<file path="src/rtl/vdram_arb_pkg.sv">
// Shared types for the video DRAM slot arbiter.
package vdram_arb_pkg;
    // Kind of DRAM slot occupied by one CPU cycle.
    typedef enum logic {
        SLOT_CPU  = 1'b0,
        SLOT_DISP = 1'b1
    } slot_kind_e;
endpackage

</file>
<file path="src/rtl/slot_phase_gen.sv">
// Tracks the parity of the current CPU cycle and reports the kind of slot
// that the next tick begins. Assumes tick arrives on every second clock and
// that wake_sel is constant after reset. The first tick starts cycle 0.
module slot_phase_gen
    import vdram_arb_pkg::*;
(
    input  logic       clk,
    input  logic       rst_n,
    input  logic       tick,
    input  logic       wake_sel,
    output slot_kind_e next_kind
);
    logic par_q;   // parity of the cycle now running

    // Toggle parity at each cycle start; reset to 1 so cycle 0 is even.
    always_ff @(posedge clk) begin
        if (!rst_n) begin
            par_q <= 1'b1;
        end else if (tick) begin
            par_q <= ~par_q;
        end
    end

    // Display slots sit on the parity picked by the wake-up selector.
    always_comb begin
        next_kind = ((~par_q) == wake_sel) ? SLOT_DISP : SLOT_CPU;
    end
endmodule

</file>
<file path="src/rtl/de_sampler.sv">
// Samples display-enable once per CPU cycle into a short history. It returns
// the sample that is BASE_DLY or BASE_DLY+2 cycles old, picked by deep_sel.
// Assumes de is stable around each tick edge.
module de_sampler #(
    parameter int BASE_DLY = 1
) (
    input  logic clk,
    input  logic rst_n,
    input  logic tick,
    input  logic de,
    input  logic deep_sel,
    output logic de_sel
);
    localparam int DLY_LO = BASE_DLY;
    localparam int DLY_HI = BASE_DLY + 2;
    localparam int HIST_W = DLY_HI + 1;

    logic [HIST_W-1:0] hist_q;   // bit k holds de from k ticks back

    // Shift a new display-enable sample in at each cycle start.
    always_ff @(posedge clk) begin
        if (!rst_n) begin
            hist_q <= '0;
        end else if (tick) begin
            hist_q <= {hist_q[HIST_W-2:0], de};
        end
    end

    // Pick the sample age that the wake-up phase implies.
    always_comb begin
        de_sel = deep_sel ? hist_q[DLY_HI] : hist_q[DLY_LO];
    end
endmodule

</file>
<file path="src/rtl/slot_issue.sv">
// Registers the slot outcome at each tick: a CPU grant, a video fetch or a
// refresh. It also emits the one-clock load strobe that follows a fetch.
// Assumes next_kind and de_sel are valid at every tick edge.
module slot_issue
    import vdram_arb_pkg::*;
#(
    parameter int STEP_W     = 4,
    parameter int WORD_BYTES = 2
) (
    input  logic              clk,
    input  logic              rst_n,
    input  logic              tick,
    input  slot_kind_e        next_kind,
    input  logic              de_sel,
    input  logic              cpu_req,
    output logic              cpu_grant,
    output logic              vid_grant,
    output logic              ref_req,
    output logic [STEP_W-1:0] addr_step,
    output logic              load_stb
);
    localparam logic [STEP_W-1:0] STEP_VAL = STEP_W'(WORD_BYTES);

    // Decide the slot owner at each cycle start; pulse load after a fetch.
    always_ff @(posedge clk) begin
        if (!rst_n) begin
            cpu_grant <= 1'b0;
            vid_grant <= 1'b0;
            ref_req   <= 1'b0;
            load_stb  <= 1'b0;
        end else begin
            load_stb <= tick & vid_grant;
            if (tick) begin
                if (next_kind == SLOT_DISP) begin
                    cpu_grant <= 1'b0;
                    vid_grant <= de_sel;
                    ref_req   <= ~de_sel;
                end else begin
                    cpu_grant <= cpu_req;
                    vid_grant <= 1'b0;
                    ref_req   <= 1'b0;
                end
            end
        end
    end

    // Advance the fetch address by one word during each fetch slot.
    always_comb begin
        addr_step = vid_grant ? STEP_VAL : '0;
    end
endmodule

</file>
<file path="src/rtl/vdram_slot_arbiter.sv">
// Top of the video DRAM slot arbiter. CPU and display slots alternate, one
// per CPU cycle. Each display slot is a fetch or a refresh, chosen from an
// older display-enable sample. Assumes wake_phase is constant after reset.
module vdram_slot_arbiter #(
    parameter int BASE_DLY   = 1,
    parameter int STEP_W     = 4,
    parameter int WORD_BYTES = 2
) (
    input  logic              clk,
    input  logic              rst_n,
    input  logic              tick_8m,
    input  logic              de,
    input  logic [1:0]        wake_phase,
    input  logic              cpu_req,
    output logic              cpu_grant,
    output logic              vid_grant,
    output logic              ref_req,
    output logic [STEP_W-1:0] addr_step,
    output logic              load_stb
);
    import vdram_arb_pkg::*;

    slot_kind_e next_kind;
    logic       de_sel;

    slot_phase_gen i_phase (
        .clk      (clk),
        .rst_n    (rst_n),
        .tick     (tick_8m),
        .wake_sel (wake_phase[0]),
        .next_kind(next_kind)
    );

    de_sampler #(.BASE_DLY(BASE_DLY)) i_sampler (
        .clk     (clk),
        .rst_n   (rst_n),
        .tick    (tick_8m),
        .de      (de),
        .deep_sel(wake_phase[1]),
        .de_sel  (de_sel)
    );

    slot_issue #(.STEP_W(STEP_W), .WORD_BYTES(WORD_BYTES)) i_issue (
        .clk      (clk),
        .rst_n    (rst_n),
        .tick     (tick_8m),
        .next_kind(next_kind),
        .de_sel   (de_sel),
        .cpu_req  (cpu_req),
        .cpu_grant(cpu_grant),
        .vid_grant(vid_grant),
        .ref_req  (ref_req),
        .addr_step(addr_step),
        .load_stb (load_stb)
    );
endmodule

</file>
<file path="config.mk">
export PLATFORM = sky130hd
export DESIGN_NAME = vdram_slot_arbiter
export DESIGN_NICKNAME = d
export VERILOG_FILES = /design/src/rtl/vdram_arb_pkg.sv /design/src/rtl/slot_phase_gen.sv /design/src/rtl/de_sampler.sv /design/src/rtl/slot_issue.sv /design/src/rtl/vdram_slot_arbiter.sv
export SDC_FILE = /design/constraint.sdc
export NUM_CORES = 1
export LEC_CHECK = 0
export CORE_AREA = 2 2 39 41
export CTS_CLUSTER_SIZE = 25
export DETAILED_ROUTE_END_ITERATION = 6
export DIE_AREA = 0 0 41 43
export GPL_TIMING_DRIVEN = 0
export PLACE_DENSITY = 0.65
export SLEW_MARGIN = 40
export SYNTH_ARGS = -nofsm -noshare
export SYNTH_HDL_FRONTEND = slang
export SYNTH_SLANG_ARGS = --single-unit
</file>
<file path="constraint.sdc">
create_clock -name clk -period 1.12 [get_ports clk]
set_input_delay 0.112 -clock clk [delete_from_list [all_inputs] [get_ports clk]]
set_output_delay 0.112 -clock clk [all_outputs]
set_load 0.01 [all_outputs]
</file>
Yosys cells after proc, flatten, opt, wreduce, memory -nomap -nowiden
Index checks and enable logic that the tools add are counted.
{ "op_classes": {"addsub": 0, "mul": 0, "n_div": 0, "magnitude_cmp": 0, "n_eq_ne": 1, "shift": 0, "muxes": 6, "bitwise_logic": 3, "reduce_logical": 0} }
{ "ops": {"columns": ["cell", "count"], "rows": [
  ["1-bit 2-to-1 mux", 5],
  ["2-bit 2-to-1 mux", 1],
  ["1-bit NOT", 2],
  ["1-bit AND", 1],
  ["1-bit equality test", 1]
]} }
{ "word_totals": {"register_bits": 9, "latch_bits": 0, "mem_bits_rw": 0, "mem_bits_ro": 0, "input_bits": 7, "out_inout_bits": 8, "elab_cells": 16, "n_memories": 0} }

Depth between registers and ports, before layout
Gate-level depths: netlist (run 1).
{ "depth": {"depth_word": 4, "depth_mapped": 4, "depth_no_buf": 3} }

Hierarchy
A second synthesis (run 1) with hierarchy kept.
{ "hier_totals": {"hier_cells": 37, "area_unflattened_um2": 386.6} }
{ "modules_own_cells": {"columns": ["module", "n_inst", "cells_each", "area_each_um2", "seq_area_each_um2"], "rows": [
  ["slot_issue", 1, 19, 177.7, 80.1],
  ["de_sampler", 1, 14, 167.7, 80.1],
  ["slot_phase_gen", 1, 4, 41.3, 20.0]
]} }

Worst setup path before layout (run 1)
OpenSTA, ideal clock, no wires.
{ "synth_timing": {"path_kind": "flip-flop to flip-flop", "start": "register i_phase.par_q", "end": "register i_issue.vid_grant", "setup_ns": 0.116, "t_arrival_ns": 0.796, "t_required_ns": 1.004, "setup_slack_ns": 0.209, "path_stages_with_launch": 4, "path_buffers": 0, "period_less_slack_ns": 0.911, "path_cell_list": "dfxtp_1 xor2_1 nor3b_2 a31o_1"} }
{ "synth_between": {"elab_chain_len": 4} }
{ "synth_lines": {"columns": ["element", "line", "text"], "rows": [
  ["from (decl)", "slot_phase_gen.sv:13", "logic par_q;"],
  ["from (signal assigned)", "slot_phase_gen.sv:20", "par_q <= ~par_q;"],
  ["1-bit NOT", "slot_phase_gen.sv:26", "next_kind = ((~par_q) == wake_sel) ? SLOT_DISP : SLOT_CPU;"],
  ["1-bit equality test", "slot_phase_gen.sv:26", null],
  ["1-bit 2-to-1 mux", "slot_phase_gen.sv:26", null],
  ["1-bit 2-to-1 mux", "slot_issue.sv:34", "if (next_kind == SLOT_DISP) begin"],
  ["to (signal assigned)", "slot_issue.sv:36", "vid_grant <= de_sel;"],
  ["to (decl)", "slot_issue.sv:17", "output logic vid_grant,"]
]} }
No other way between the ends.
A chain may end at the register's enable or synchronous reset.

Final worst setup path (run 1)
{ "layout_timing": {"start": "register i_issue.vid_grant", "end": "output port addr_step[1]"} }
{ "layout_between": {"elab_chain_len": 1} }
{ "layout_lines": {"columns": ["element", "line", "text"], "rows": [
  ["2-bit 2-to-1 mux", "slot_issue.sv:49", "addr_step = vid_grant ? STEP_VAL : '0;"],
  ["to (decl)", "vdram_slot_arbiter.sv:18", "output logic [STEP_W-1:0] addr_step,"]
]} }
No other way between the ends.

==> flow_metrics.py, run 1 <==
metrics = {
    "drt": {
        "wire_per_inst_um": 8.03,
        "first_pass_iters": 1,
        "drtAntennaViolNets": 0,
        "drt_wl_total_um": 570,
        "drc": 0,
        "vias": 274,
        "vias_per_cell": 3.86,
        "drtIter0Drc": 0,
    },
    "clock_network": {
        "cts_max_level": 1,
        "cts_tree": "yes",
        "root_buffer": "clkbuf_4",
        "cts_hold_buf": 0,
        "cts_setup_buffers": 0,
        "numClockSinks": 9,
        "clkTransAtPathRegs_ns": 0.06,
        "max-clock-path-buffers": 2,
        "cts-buffers-inserted": 3,
        "clk_latency_ns": 0.26,
    },
    "power_and_ir_drop": {
        "combPwrFrac_pct": 13.4,
        "switching_share_pct": 22.3,
        "p_sw_uw": 150,
        "p_total_uw": 672,
        "p_leak_nw": 0.253,
        "p_seq_share_pct": 50.8,
        "internal_power_uw": 522,
        "ir_drop_v": 0.000673,
        "powerDensity_nw_per_um2": 1260,
        "pwr-share-clk_pct": 35.8,
    },
    "critical_path": {
        "cp.required_ns": 1.01,
        "arrival_ns": 0.92,
        "crit_path_end_kind": "output port",
        "critPathMaxFanout": 4,
        "critPathKind": "reg2out",
        "critPathLaunchType": "register",
    },
    "synthesis": {
        "synth.distinct_cells": 18,
        "ys_seq_elements": 9,
        "synth_compound_area_share_pct": 5.08,
        "muxShareOfSynthArea_pct": 12.7,
        "synth_top_area_share_pct": 45.7,
        "synth-edff-count": 0,
        "avgSynthCellArea_um2": 9.85,
        "synth_warnings": 0,
        "syn_area_um2": 394,
        "async_flop_share_pct": 0,
        "ys.flop_type": "dfxtp_1",
        "yosys-top-cells-count": "dfxtp_1, buf_4, mux2i_1",
        "ys_seq_area_share_pct": 45.7,
        "synth.most_common_cell": "dfxtp_1",
        "synth_top_family_by_area": "simple AND/OR/NAND/NOR gates",
        "yosys.area_share.simple_pct": 18.4,
        "synthTopCellsByArea": "dfxtp_1, mux2i_1, buf_4",
        "synth_top_cell_by_area": "dfxtp_1",
        "synthAdderAreaFrac_pct": 0,
        "synth_xor_area_share_pct": 4.44,
        "syn_inst": 40,
    },
    "layout": {
        "drive_above_1_share_pct": 21.8,
        "nets": 63,
        "layout.cells.non_filler": 71,
        "antennaDiodeCount": 0,
        "syn_to_final_growth_pct": 35.6,
    },
    "global_routing": {
        "grt_remaining_overflow": 0,
        "grtUsageTotal_pct": 9.08,
        "grt_pass1_wl_um": 986,
        "antenna_found_initial": 0,
        "grt_max_degree": 11,
        "first_global_vias": 242,
    },
    "placed_design": {
        "dp_slack_ns": -0.115,
        "port_buffers": 9,
        "hpwlAfterDp_um": 429,
        "globalplace.congestion": 0.642,
        "placed_cells": 67,
    },
    "flow_run": {
        "drv_cap": 0,
    },
    "floorplanning": {
        "die_w_um": 41,
        "die_height_um": 43,
        "coreArea_um2": 1380,
        "start_util_pct": 28.5,
        "rows": 14,
        "die-area_um2": 1760,
        "io_pins": 15,
    },
    "timing": {
        "max_freq_ghz": 0.970,
        "rsz0062_at_grt": "no",
        "finalHoldViolations": 0,
        "drv_slew": 0,
        "finalCritPeriodShare_pct": 92.1,
        "clock_skew_ns": 0.00475,
        "timing.final.ws_setup_ns": 0.0890,
        "finalSetupViolations": 0,
        "fin_crit_ns": 1.03,
        "fin_setup_tns_ns": 0,
    },
    "outcome": {
        "status": "completed",
    },
    "worst_hold_path": {
        "min_path_type": "in2reg",
    },
}
## state kept, by name (all words and copies together) (netlist names)
register / count
i_issue.cpu_grant: 1
i_issue.load_stb: 1
i_issue.ref_req: 1
i_issue.vid_grant: 1
i_phase.par_q: 1
i_sampler.hist_q: 4
## metrics by stage
stage | hold slack [ns] | util, % | area [um^2]
floorplan | 0.281 | - | 402
global placement | 0.367 | 37.0 | 512
detailed placement | 0.371 | 37.0 | 512
CTS | 0.0999 | 38.5 | 533
global route | 0.122 | 38.6 | 534
finish | 0.104 | 38.6 | 534
## timing repair
action                     CTS  global route
cloned                       0             0
setup endpoints to repair    5             1
resized for setup            6             1
pin swaps                    0             0
## per-layer routing
layer	track usage, %	vias up	share of wire, %
li1	-	152	-
met1	9.80	114	42
met2	12.2	8	49
met3	9.42	0	8.8
met4	2.00	0	0
met5	0	-	0
## cell usage in the layout, fill, tap and decap left out, drive strengths merged, types with 2 or more instances in the layout
cell / instances
dfxtp: 9
buf: 6
mux2i: 5
nor2b: 4
clkdlybuf4s50: 4
dlygate4sd2: 4
nand2: 4
clkbuf: 4
conb: 3
inv: 2
## final cells by class
| type | instances | area (um^2) |
|---|---|---|
| fill | 143 | 850 |
| sequential | 9 | 181 |
| multi-input combinational | 25 | 171 |
| timing repair buffer | 9 | 85.1 |
| buffer | 6 | 42.5 |
| clock buffer | 4 | 26.3 |
| tap | 16 | 20.0 |
| inverter | 2 | 7.51 |
## worst max-delay path, stage by stage (launching register included)
cell             delay [ns]
dfxtp_2                0.33
buf_4                  0.12
clkdlybuf4s15_1        0.21
## cells by family after synthesis
| group | Yosys count |
|---|---|
| compound gates | 3 |
| xor+xnor | 2 |
| buf+inv | 8 |
| flops | 9 |
| mux | 5 |
| other cells | 1 |
| simple gates | 12 |
## power groups by stage
stage,Sequential [mW],Combinational (mW),Clock (mW)
4_1_cts,0.342,0.0912,0.255
6_report,0.342,0.0899,0.241
5_1_grt,0.343,0.100,0.276
3_3_place_gp,0.349,0.0941,0
2_1_floorplan,0.351,0.0597,0
3_5_place_dp,0.349,0.0950,0
## worst paths after layout
kind / start / to / slack, ns / depth (start not counted)
worst max-delay path: i_issue.vid_grant / addr_step[1] / 0.09 / 2
worst min-delay path: rst_n / i_phase.par_q / 0.10 / 2
worst max register to register: i_phase.par_q / i_issue.vid_grant / 0.17 / 3
worst min register to register: i_issue.ref_req / i_issue.ref_req / 0.47 / 2
Note: power is estimated with default switching activity, not from simulation.
==> run 2, diff against run 1 <==
--- a/config.mk
+++ b/config.mk
@@ -6,4 +6,6 @@
 export NUM_CORES = 1
 export LEC_CHECK = 0
+export ABC_AREA = 1
+export ABC_CLOCK_PERIOD_IN_PS = 1120
 export CORE_AREA = 2 2 39 41
 export CTS_CLUSTER_SIZE = 25
==> constraint.sdc (replaced) <==
create_clock -name clk -period 1.12 [get_ports clk]
set_input_delay 0.112 -clock clk [delete_from_list [all_inputs] [get_ports clk]]
set_output_delay 0.112 -clock clk [all_outputs]
set_load 0.05 [all_outputs]
==> run 2 against run 1 <==
Against the previous run:
- first-iteration DRC count grew 8
- largest cell class unchanged
- sequential cell count is the same
- cell count grew 20%
- critical path type unchanged
- utilization grew 0.72 points
==> flow_metrics.py, run 2 <==
metrics = {
    "critical_path": {
        "cp.required_ns": 1.01,
        "critPathLaunchType": "register",
        "rr_startpoint": "i_phase.par_q",
        "arrival_ns": 0.96,
        "crit_path_end_kind": "output port",
        "worstPathCellList": "clkdlybuf4s15_2",
        "crit_path_top_delay_cell": "clkdlybuf4s15_2",
        "cp.buffers_inverters": 1,
        "cpLargestDelayFamily": "buffers and inverters",
        "critPathMaxFanout": 2,
        "critPathKind": "reg2out",
        "startpoint": "i_issue.ref_req",
        "max_stage_delay_ns": 0.37,
    },
    "layout": {
        "syn_to_final_growth_pct": 38.1,
        "layout_common_cells": "nand2_1, dfxtp_1, inv_1, a21oi_1, clkdlybuf4s50_1",
        "mostFrequentLayoutCell": "nand2_1",
        "regMostFlops": "i_sampler.hist_q",
        "layout.cells.non_filler": 85,
        "nets": 77,
        "drive_above_1_share_pct": 21.7,
        "largest_reg_flops": 4,
        "antennaDiodeCount": 0,
        "fillers": 156,
    },
    "drt": {
        "drc": 0,
        "drt_wl_total_um": 710,
        "vias_per_cell": 4.16,
        "drtIter0Drc": 8,
        "first_pass_iters": 4,
        "vias": 354,
        "drtAntennaViolNets": 0,
        "wire_per_inst_um": 8.35,
    },
    "timing": {
        "clock_skew_ns": 0.000972,
        "worst_hold_slack_ns": 0.0856,
        "fin_setup_tns_ns": 0,
        "fin_crit_ns": 1.07,
        "finalHoldViolations": 0,
        "drv_slew": 0,
        "timing.final.ws_setup_ns": 0.0517,
        "rsz0062_at_grt": "no",
        "finalCritPeriodShare_pct": 95.4,
        "finalSetupViolations": 0,
        "max_freq_ghz": 0.936,
    },
    "outcome": {
        "status": "completed",
    },
    "synthesis": {
        "yosys-top-cells-count": "nand2_1, dfxtp_1, a21oi_1, inv_1",
        "synth.distinct_cells": 14,
        "synthTopCellsByArea": "dfxtp_1, nand2_1, a21oi_1",
        "syn_area_um2": 394,
        "ys_seq_elements": 9,
        "avgSynthCellArea_um2": 7.44,
        "synth-edff-count": 0,
        "synth.most_common_cell": "nand2_1",
        "syn_inst": 53,
        "async_flop_share_pct": 0,
        "ys.flop_type": "dfxtp_1",
        "synth_warnings": 0,
        "synth_top_area_share_pct": 45.7,
        "ys_seq_area_share_pct": 45.7,
        "synth_top_cell_by_area": "dfxtp_1",
    },
    "power_and_ir_drop": {
        "powerDensity_nw_per_um2": 1340,
        "p_leak_nw": 0.254,
        "ir_drop_v": 0.000527,
    },
    "floorplanning": {
        "die-area_um2": 1760,
        "rows": 14,
        "start_util_pct": 28.5,
        "coreArea_um2": 1380,
        "io_pins": 15,
        "die_height_um": 43,
        "die_w_um": 41,
    },
    "clock_network": {
        "cts_max_level": 1,
        "root_buffer": "clkbuf_4",
        "cts_tree": "yes",
        "numClockSinks": 9,
        "cts-buffers-inserted": 3,
        "clk_latency_ns": 0.25,
        "max-clock-path-buffers": 2,
        "clkTransAtPathRegs_ns": 0.06,
    },
    "placed_design": {
        "port_buffers": 10,
        "hpwlAfterDp_um": 527,
        "dp_slack_ns": -0.251,
        "placed_cells": 81,
        "globalplace.congestion": 0.717,
    },
    "flow_run": {
        "drv_cap": 0,
    },
    "global_routing": {
        "grtUsageTotal_pct": 10.2,
        "grt_max_degree": 11,
        "antenna_found_initial": 0,
        "first_global_vias": 264,
        "grt_remaining_overflow": 0,
        "grt_pass1_wl_um": 1120,
    },
    "worst_hold_path": {
        "min_path_type": "in2reg",
        "worstHoldStart": "tick_8m",
    },
}
run 2: worst paths after layout:
path,slack [ns],to,depth (start not counted)
worst min-delay path,0.09,i_sampler.hist_q[2],2
worst max-delay path,0.05,ref_req,1
worst min register to register,0.46,i_issue.cpu_grant,2
worst max register to register,0.30,i_issue.ref_req,5
run 2: area by class of cell:
type                       instances  area (um^2)  area share [%]
multi-input combinational         34          151            27.8
inverter                           7         28.8            5.29
tap                               16         20.0            3.68
buffer                             5         41.3            7.59
sequential                         9          180            33.1
clock buffer                       4         26.3            4.83
timing repair buffer              10         96.3            17.7
run 2: repair_timing:
item | in CTS | in global routing
hold endpoints to repair | 0 | 0
hold buffers | 0 | 0
buffers inserted | 0 | 0
setup endpoints to repair | 5 | 1
resized for setup | 19 | 1
run 2: per-stage QoR:
| stage | utilization, % | area [um^2] | total power, mW |
|---|---|---|---|
| global route | 39.3 | 544 | 0.780 |
| finish | 39.3 | 544 | 0.728 |
| detailed placement | 37.7 | 522 | 0.493 |
| floorplan | - | 402 | 0.452 |
| global placement | 37.7 | 522 | 0.491 |
| CTS | 39.2 | 542 | 0.745 |
run 2: metal layers:
layer	GRT usage, %	vias to the layer above	part of all wire, %
met5	0	-	0
li1	-	194	-
met4	12.0	0	0
met3	3.14	0	5.1
met2	11.6	9	47
met1	13.2	151	48
run 2: logic make-up (layout without fill, tap and decap cells):
kind of cell,after synthesis,after routing,synth area share (%)
simple gates,19,19,19.4
compound gates,12,12,16.2
buf+inv,12,26,17.8
flops,9,9,45.7
other cells,1,3,0.951
run 2: power breakdown:
group          internal [mW]  switching, mW
sequential             0.338        0.00981
combinational         0.0518         0.0842
clock                  0.137          0.108
total                  0.526          0.202
==> run 3, diff against run 2 <==
- CTS_CLUSTER_DIAMETER: not set -> 120
==> results of run 3 <==
Final layout, timing and power as in run 2 (identical DEF).
